===== src/rtl/i2ct_pkg.sv =====
package i2ct_pkg;

    typedef enum logic [2:0] {
        ST_IDLE,
        ST_ADDR,
        ST_RX,
        ST_WAIT,
        ST_ACK,
        ST_TX,
        ST_TXACK,
        ST_SKIP
    } tgt_state_e;

    typedef enum logic [1:0] {
        EV_ADDR    = 2'd0,
        EV_RXDATA  = 2'd1,
        EV_TXREADY = 2'd2,
        EV_RSVD    = 2'd3
    } tgt_event_e;

endpackage


===== src/rtl/i2ct_bus_sync.sv =====
module i2ct_bus_sync #(
    parameter int STAGES = 2
) (
    input  logic clk,
    input  logic rst_n,
    input  logic scl_i,
    input  logic sda_i,
    output logic scl_o,
    output logic sda_o,
    output logic scl_rise_o,
    output logic scl_fall_o,
    output logic start_o,
    output logic stop_o
);
    logic [STAGES-1:0] scl_pipe;
    logic [STAGES-1:0] sda_pipe;
    logic              scl_q;
    logic              sda_q;

    // Idle bus is high, so reset all stages to 1
    always_ff @(posedge clk or negedge rst_n) begin
        if (!rst_n) begin
            scl_pipe <= '1;
            sda_pipe <= '1;
            scl_q    <= 1'b1;
            sda_q    <= 1'b1;
        end else begin
            scl_pipe <= {scl_pipe[STAGES-2:0], scl_i};
            sda_pipe <= {sda_pipe[STAGES-2:0], sda_i};
            scl_q    <= scl_pipe[STAGES-1];
            sda_q    <= sda_pipe[STAGES-1];
        end
    end

    assign scl_o      = scl_pipe[STAGES-1];
    assign sda_o      = sda_pipe[STAGES-1];
    assign scl_rise_o = scl_o & ~scl_q;
    assign scl_fall_o = ~scl_o & scl_q;
    // SDA moving while SCL stays high marks a START (falling) or STOP (rising)
    assign start_o    = scl_o & scl_q & sda_q & ~sda_o;
    assign stop_o     = scl_o & scl_q & ~sda_q & sda_o;

endmodule


===== src/rtl/i2ct_addr_match.sv =====
module i2ct_addr_match #(
    parameter int SLOTS  = 4,
    parameter int BYTE_W = 8,
    localparam int IDXW  = (SLOTS > 1) ? $clog2(SLOTS) : 1
) (
    input  logic [SLOTS*BYTE_W-1:0] slots_i,
    input  logic [BYTE_W-1:0]       mask_i,
    input  logic [BYTE_W-1:0]       addr_i,
    output logic                    hit_o,
    output logic [IDXW-1:0]         idx_o
);
    logic [SLOTS-1:0]  hit_vec;
    logic [BYTE_W-1:0] care [SLOTS];

    for (genvar g = 0; g < SLOTS; g++) begin : g_slot
        // Bit 0 (R/W) never takes part in the compare
        if (g == 0) begin : g_masked
            assign care[g] = ~(mask_i | BYTE_W'(1));
        end else begin : g_exact
            assign care[g] = ~BYTE_W'(1);
        end
        assign hit_vec[g] = ~slots_i[g*BYTE_W] &
            (((addr_i ^ slots_i[g*BYTE_W +: BYTE_W]) & care[g]) == '0);
    end

    // Lowest index wins
    always_comb begin
        hit_o = |hit_vec;
        idx_o = '0;
        for (int i = SLOTS - 1; i >= 0; i--) begin
            if (hit_vec[i]) idx_o = IDXW'(i);
        end
    end

endmodule


===== src/rtl/i2c_tgt_engine.sv =====
module i2c_tgt_engine
    import i2ct_pkg::*;
#(
    parameter int SLOTS       = 4,
    parameter int BYTE_W      = 8,
    parameter int SYNC_STAGES = 2,
    localparam int IDXW       = (SLOTS > 1) ? $clog2(SLOTS) : 1,
    localparam int CNTW       = $clog2(BYTE_W + 1)
) (
    input  logic                    clk,
    input  logic                    rst_n,
    input  logic                    scl_i,
    input  logic                    sda_i,
    input  logic [SLOTS*BYTE_W-1:0] slot_addr_i,
    input  logic [BYTE_W-1:0]       slot0_mask_i,
    input  logic                    ctl_cont_i,
    input  logic                    ctl_nack_i,
    input  logic                    dat_wr_i,
    input  logic [BYTE_W-1:0]       dat_wdata_i,
    output logic                    scl_oe_o,
    output logic                    sda_oe_o,
    output logic                    pend_o,
    output logic [1:0]              state_o,
    output logic [BYTE_W-1:0]       dat_o,
    output logic [IDXW-1:0]         match_idx_o
);
    logic scl_s, sda_s, scl_rise, scl_fall, bus_start, bus_stop;
    logic hit;
    logic [IDXW-1:0] hit_idx;

    tgt_state_e        state_q, state_d;
    tgt_event_e        code_q, code_d;
    logic [CNTW-1:0]   cnt_q, cnt_d;
    logic [BYTE_W-1:0] shift_q, shift_d;
    logic [BYTE_W-1:0] dat_q, dat_d;
    logic [IDXW-1:0]   idx_q, idx_d;
    logic              pend_q, pend_d;
    logic              rd_q, rd_d;
    logic              mack_q, mack_d;
    logic              resp;

    i2ct_bus_sync #(.STAGES(SYNC_STAGES)) u_sync (
        .clk        (clk),
        .rst_n      (rst_n),
        .scl_i      (scl_i),
        .sda_i      (sda_i),
        .scl_o      (scl_s),
        .sda_o      (sda_s),
        .scl_rise_o (scl_rise),
        .scl_fall_o (scl_fall),
        .start_o    (bus_start),
        .stop_o     (bus_stop)
    );

    i2ct_addr_match #(.SLOTS(SLOTS), .BYTE_W(BYTE_W)) u_match (
        .slots_i (slot_addr_i),
        .mask_i  (slot0_mask_i),
        .addr_i  (shift_q),
        .hit_o   (hit),
        .idx_o   (hit_idx)
    );

    // Only a pending event accepts a response
    assign resp = pend_q & (ctl_cont_i | ctl_nack_i);

    always_comb begin
        state_d = state_q;
        code_d  = code_q;
        cnt_d   = cnt_q;
        shift_d = shift_q;
        dat_d   = dat_q;
        idx_d   = idx_q;
        pend_d  = pend_q;
        rd_d    = rd_q;
        mack_d  = mack_q;
        if (dat_wr_i) dat_d = dat_wdata_i;

        if (bus_stop) begin
            state_d = ST_IDLE;
            pend_d  = 1'b0;
        end else if (bus_start) begin
            state_d = ST_ADDR;
            cnt_d   = '0;
            pend_d  = 1'b0;
        end else begin
            unique case (state_q)
                ST_IDLE, ST_SKIP: ;
                ST_ADDR: begin
                    if (scl_rise) begin
                        shift_d = {shift_q[BYTE_W-2:0], sda_s};
                        cnt_d   = cnt_q + CNTW'(1);
                    end else if (scl_fall && cnt_q == CNTW'(BYTE_W)) begin
                        if (hit) begin
                            state_d = ST_WAIT;
                            pend_d  = 1'b1;
                            code_d  = EV_ADDR;
                            dat_d   = shift_q;
                            idx_d   = hit_idx;
                            rd_d    = shift_q[0];
                        end else begin
                            state_d = ST_SKIP;
                        end
                    end
                end
                ST_RX: begin
                    if (scl_rise) begin
                        shift_d = {shift_q[BYTE_W-2:0], sda_s};
                        cnt_d   = cnt_q + CNTW'(1);
                    end else if (scl_fall && cnt_q == CNTW'(BYTE_W)) begin
                        state_d = ST_WAIT;
                        pend_d  = 1'b1;
                        code_d  = EV_RXDATA;
                        dat_d   = shift_q;
                    end
                end
                ST_WAIT: begin
                    if (resp) begin
                        pend_d = 1'b0;
                        if (ctl_nack_i) begin
                            state_d = ST_SKIP;
                        end else if (code_q == EV_TXREADY) begin
                            state_d = ST_TX;
                            cnt_d   = '0;
                            shift_d = dat_wr_i ? dat_wdata_i : dat_q;
                        end else begin
                            state_d = ST_ACK;
                        end
                    end
                end
                ST_ACK: begin
                    if (scl_fall) begin
                        if (rd_q) begin
                            state_d = ST_WAIT;
                            pend_d  = 1'b1;
                            code_d  = EV_TXREADY;
                        end else begin
                            state_d = ST_RX;
                            cnt_d   = '0;
                        end
                    end
                end
                ST_TX: begin
                    if (scl_fall) begin
                        if (cnt_q == CNTW'(BYTE_W - 1)) begin
                            state_d = ST_TXACK;
                        end else begin
                            shift_d = {shift_q[BYTE_W-2:0], 1'b0};
                            cnt_d   = cnt_q + CNTW'(1);
                        end
                    end
                end
                ST_TXACK: begin
                    if (scl_rise) begin
                        mack_d = ~sda_s;
                    end else if (scl_fall) begin
                        if (mack_q) begin
                            state_d = ST_WAIT;
                            pend_d  = 1'b1;
                            code_d  = EV_TXREADY;
                        end else begin
                            state_d = ST_SKIP;
                        end
                    end
                end
            endcase
        end
    end

    always_ff @(posedge clk or negedge rst_n) begin
        if (!rst_n) begin
            state_q <= ST_IDLE;
            code_q  <= EV_ADDR;
            cnt_q   <= '0;
            shift_q <= '0;
            dat_q   <= '0;
            idx_q   <= '0;
            pend_q  <= 1'b0;
            rd_q    <= 1'b0;
            mack_q  <= 1'b0;
        end else begin
            state_q <= state_d;
            code_q  <= code_d;
            cnt_q   <= cnt_d;
            shift_q <= shift_d;
            dat_q   <= dat_d;
            idx_q   <= idx_d;
            pend_q  <= pend_d;
            rd_q    <= rd_d;
            mack_q  <= mack_d;
        end
    end

    // Output decode
    always_comb begin
        scl_oe_o    = (state_q == ST_WAIT);
        sda_oe_o    = (state_q == ST_ACK) | ((state_q == ST_TX) & ~shift_q[BYTE_W-1]);
        pend_o      = pend_q;
        state_o     = code_q;
        dat_o       = dat_q;
        match_idx_o = idx_q;
    end

endmodule


===== config.mk =====
export PLATFORM = sky130hd
export DESIGN_NAME = i2c_tgt_engine
export DESIGN_NICKNAME = d
export VERILOG_FILES = /design/src/rtl/i2ct_pkg.sv /design/src/rtl/i2ct_bus_sync.sv /design/src/rtl/i2ct_addr_match.sv /design/src/rtl/i2c_tgt_engine.sv
export SDC_FILE = /design/constraint.sdc
export NUM_CORES = 1
export LEC_CHECK = 0
export BUFFER_PORTS_ARGS = -buffer_cell sky130_fd_sc_hd__buf_4
export CAP_MARGIN = 10
export CELL_PAD_IN_SITES_DETAIL_PLACEMENT = 0
export CELL_PAD_IN_SITES_GLOBAL_PLACEMENT = 1
export CORE_AREA = 2 2 89 91
export DETAILED_ROUTE_END_ITERATION = 10
export DIE_AREA = 0 0 91 93
export GPL_TIMING_DRIVEN = 0
export PLACE_DENSITY = 0.82
export SLEW_MARGIN = 20
export SYNTH_ARGS = -nofsm -noshare
export SYNTH_HDL_FRONTEND = slang
export SYNTH_SLANG_ARGS = --single-unit

===== constraint.sdc =====
create_clock -name clk -period 2.2 [get_ports clk]
set_input_delay 0 -clock clk [delete_from_list [all_inputs] [get_ports clk]]
set_output_delay 0 -clock clk [all_outputs]
set_load 0.01 [all_outputs]

Word level (Yosys, flattened, before mapping)
Index checks and enable logic that the tools add are counted.
W data, S select, Z words.
Operators by class
  muxes and demuxes: 73
  bitwise gates (word level): 33
  equality and inequality tests: 46
  add/subtract/negate cells: 1
  reductions and logical operators: 19
Operators with widths (count)
  $mux W8: 14
  $ne A4 B4 Y1 const B: 12
  $mux W3: 14
  $mux W4: 9
  $logic_not A8 Y1: 4
  $xor A8 B8 Y8: 4
  $mux W2: 15
  $ne A2 B2 Y1 const B: 13
  $pmux W8 S3: 1
  $pmux W3 S6: 1
  $pmux W4 S4: 1
  $pmux W8 S2: 1
  $mux W1: 15
  $and A1 B1 Y1: 13
  $reduce_and A13 Y1: 1
  $ne A3 B3 Y1 const B: 4
  $not A1 Y1: 12
  $reduce_and A12 Y1: 1
  $reduce_and A11 Y1: 1
  $reduce_and A10 Y1: 1
  $eq A3 B3 Y1 const B: 3
  $ne A3 B1 Y1 const B: 3
  $reduce_and A9 Y1: 1
  $and A8 B8 Y8: 1
  23 further kinds: 27
Word-level totals
  input bits: 55
  register bits after elaboration: 36
  output and inout bits: 15
  logic and storage cells: 185

Depth between registers and ports, before layout
  depth after elaboration: 11
  mapped depth: 10
  gate-level depth less buffers: 8

Hierarchy
Synthesis repeated with hierarchy kept, for this count alone.
Unflattened totals
  cell total of the unflattened synthesis: 244
  area total of the unflattened synthesis: 2368.5 µm²
Modules (own cells, without submodules)
  i2c_tgt_engine: cells each 187, times used 1, sequential area each 750.7 µm², area each 1798.0 µm²
  i2ct_addr_match: cells each 47, times used 1, sequential area each 0.0 µm², area each 380.4 µm²
  i2ct_bus_sync: cells each 10, times used 1, sequential area each 157.7 µm², area each 190.2 µm²

Worst setup path after synthesis
No wires, ideal clock.
  path kind: reg2reg
  start: reg cnt_q[0]
  end: reg cnt_q[1]
  cell stages (with the launch flop): 8
  path buffers: 0
  data required time: 2.072 ns
  library setup time: 0.128 ns
  path slack: 0.051 ns
  arrival time: 2.021 ns
  cell sequence: dfrtp_1 -> ha_1 -> nor2b_1 -> a311o_1 -> a222oi_1 -> o311a_1 -> nor2_1 -> mux2_1
Between the ends
  word-level cells in the longest chain between the ends: 5
Ends and longest elaborated chain
  start, declared: RTL line i2c_tgt_engine.sv:33  | logic [CNTW-1:0] cnt_q, cnt_d;
  start signal, assigned: RTL line i2c_tgt_engine.sv:183  | cnt_q <= cnt_d;
  $add A4 B1 Y4: RTL line i2c_tgt_engine.sv:91, i2c_tgt_engine.sv:108, i2c_tgt_engine.sv:148
  $mux W4: RTL line i2c_tgt_engine.sv:144  | if (cnt_q == CNTW'(BYTE_W - 1)) begin
  $mux W4: RTL line i2c_tgt_engine.sv:143  | if (scl_fall) begin
  $pmux W4 S4: RTL line i2c_tgt_engine.sv:86  | unique case (state_q)
  $mux W4: RTL line i2c_tgt_engine.sv:81  | end else if (bus_start) begin
Several ways; a longest one is shown, not always the timed one. The select of a mux whose other input is x is not followed.
A chain may end at the register's enable or synchronous reset.

Worst setup path after layout
  start: reg u_sync.scl_q
  end: reg cnt_q[1]
Between the ends
  word-level cells in the longest chain between the ends: 5
Ends and longest elaborated chain
  start, declared: RTL line i2ct_bus_sync.sv:17  | logic scl_q;
  start signal, assigned: RTL line i2ct_bus_sync.sv:30  | scl_q <= scl_pipe[STAGES-1];
  $and A1 B1 Y1: RTL line i2ct_bus_sync.sv:40, i2ct_bus_sync.sv:41
  $and A1 B1 Y1, on equally long branches (2 in series): RTL line i2ct_bus_sync.sv:40, i2ct_bus_sync.sv:41
  $ne A3 B3 Y1 (no line), or another cell as far along
  $reduce_and A10 Y1 (no line)
Several ways; a longest one is shown, not always the timed one.

==> metrics.csv <==
metric,value,unit
finalHoldViolCount,0,
fin_skew,7.836,ps
portBuffers,67,
p_leak,1.634,nW
h-tree-depth,2,
drv_slew,0,
power.total,4.240,mW
min_path_type,input port to flop,
dp_cells,469,
antenna_cells,0,
final_common_cell,buf_4,
max_freq,455.7,MHz
rsz0062_at_grt,true,
multiInputGateArea,1630,um^2
core,7527,um^2
grt_pass1_vias,2395,
cp-end-kind,flop,
dr.pass1.iters,4,
synth_top_area_share,29.07,%
drt-initial-drc-count,155,
clockBufferDepth,2,
finish.utilization,47.46,%
grt_usage,17.87,%
drcViolationCount,0,
power_density,1187,nW/um^2
synth_top_cell_by_area,dfrtp_1,
synthesis.area,2582,um^2
cts_buffers,5,
antenna_found_initial,0,
grt_overflow,0,
wire_per_inst,15.63,um
arrival,2370,ps
syn-num-nets,357,
viasPerCell,5.277,
num_vias,2607,
cts_tree,built,
rows,32,
root_buffer,clkbuf_8,
cp-start-kind,flop,
syn_avg_cell_area,8.608,um^2
clk_pin_slew_worst_paths,80,ps
start_util,34.31,%
grt_max_degree,37,
clkSinkCount,36,
nFillCells,748,
power_frac_comb,61.1,%
synth-async-reset-ratio,100.0,%
regArea,909.6,um^2
syn2layout_area_growth,38.32,%
die-area,8463,um^2
syn_inst,300,
drv_cap,0,
die_h,93,um
fin_cells,494,
clk_latency,290,ps
final_cell_mix,"buf_4, nand2_1, nor2_1, dfrtp_1, a21oi_1",
synth_top_flop_cell,dfrtp_1,
relSlewSlack,59.00,%
period_needed,2194,ps
ys_warn_count,0,
p_int,2.399,mW
p_switching,1.841,mW
dp_hpwl,5.458,mm
routabilityCongestion,0.9030,
synth_cell_type_count,65,
finalSetupViolations,0,
ios,70,
drt_wl_total,7.720,mm
drive_above_1_share,35.46,%
ir_drop,673.8,uV
status,finished clean,
netSwitchingFraction,43.42,%
crit_type,flop to flop,
crit_required,2380,ps
synth_area_leaders,"dfrtp_1, xor2_1, dfstp_2, nand2_1, nor2_1",
whs,66.51,ps
power_frac_seq,24.9,%
grt_pass1_wl,12.20,mm
timing.final.crit_share,99.75,%
clockPowerShare,14.0,%
drt.antenna.violating_nets,0,
synth-seq-cells,36,
tightest_slew,614.9,ps
synth_edf_count,0,
nets,448,
seq_area_frac_synth,35.17,%
dieWidth,91,um
crit_path_max_fanout,8,
-- power groups by stage --
stage | Sequential (mW) | Combinational, mW | Clock, mW
floorplan | 1.09 | 1.56 | 0
global placement | 1.07 | 2.24 | 0
detailed placement | 1.07 | 2.27 | 0
CTS | 1.05 | 2.46 | 0.599
global route | 1.08 | 2.84 | 0.620
finish | 1.06 | 2.59 | 0.593
-- critical path, stage by stage (launching register included) --
cell and delay [ps]:
dfstp_2 600, nand2b_1 80, a311o_1 310, a222oi_1 440
o311a_1 290, nor2_4 60, mux2_4 310
-- sequential cells by signal, summed over array words and instances, names as in the netlist --
name,cells
dat_o,8
shift_q,8
cnt_q,4
state_q,3
match_idx_o,2
state_o,2
u_sync.scl_pipe,2
u_sync.sda_pipe,2
mack_q,1
pend_o,1
rd_q,1
u_sync.scl_q,1
u_sync.sda_q,1
-- path summary, 6_finish.rpt --
| path | startpoint | end | slack (ps) | cells after the start |
|---|---|---|---|---|
| hold reg to reg | u_sync.sda_pipe[0] | u_sync.sda_pipe[1] | 360 | 0 |
| min in group asynchronous | rst_n | dat_o[5] | 200 | 2 |
| setup / recovery | u_sync.scl_q | cnt_q[1] | 6 | 6 |
| hold / removal | ctl_nack_i | state_q[1] | 70 | 3 |
| setup reg to reg | u_sync.scl_q | cnt_q[1] | 6 | 6 |
| max in group asynchronous | rst_n | state_q[0] | 1630 | 2 |
-- logic make-up after synthesis --
logic type,count (synthesis),synth area share (%)
and+or+nand+nor,108,21.27
AOI/OAI and AO/OA,87,22.97
buffers and inverters,27,5.426
adders and majority gates,2,0.9688
muxes,10,4.021
xor gates and xnor gates,30,10.17
DFF,36,35.17
-- area by class of cell --
class | count | share of cell area, %
tap | 102 | 3.573
clock buffer | 6 | 2.032
multi-input combinational | 237 | 45.64
sequential | 36 | 25.46
timing repair buffer | 84 | 17.86
clock inverter | 2 | 0.9807
buffer | 19 | 3.608
inverter | 8 | 0.8406
-- synthesized netlist by cell type (all sizes together) (4+ instances only) --
cell type	n
a211oi	4
o221ai	8
inv	8
a21oi	24
xor2	21
dfrtp	30
o21ai	20
nand3	6
mux2i	7
xnor2	9
nand2	35
nor2	32
nor2b	5
buf	16
dfstp	6
nor4	8
-- metrics by stage --
stage                     TNS, ps  area (um^2)  worst slack (ps)
final                           0         3572             5.608
after detailed placement    -3691         3213            -256.1
after CTS                       0         3465           0.01688
after global placement      -2896         3213            -210.4
after global routing       -218.3         3572            -62.21
after floorplan                 0         2582             51.18
-- what timing repair did --
item                       in CTS  in global routing
hold buffers                    3                  0
hold endpoints to repair       32                  0
buffers inserted                7                  7
pin swaps                       7                  6
cloned                          0                  0
gates resized for setup        14                 16
setup endpoints to repair      23                 15
-- layer usage --
metal | part of all wire, % | wire length, um | GRT usage [%]
met5 | 0 | 0 | 0
met4 | 1.1 | 84 | 3.409
met3 | 5.4 | 415 | 3.223
met1 | 46 | 3567 | 24.05
met2 | 47 | 3652 | 30.37
No activity file was read; power rests on OpenSTA's default activity.
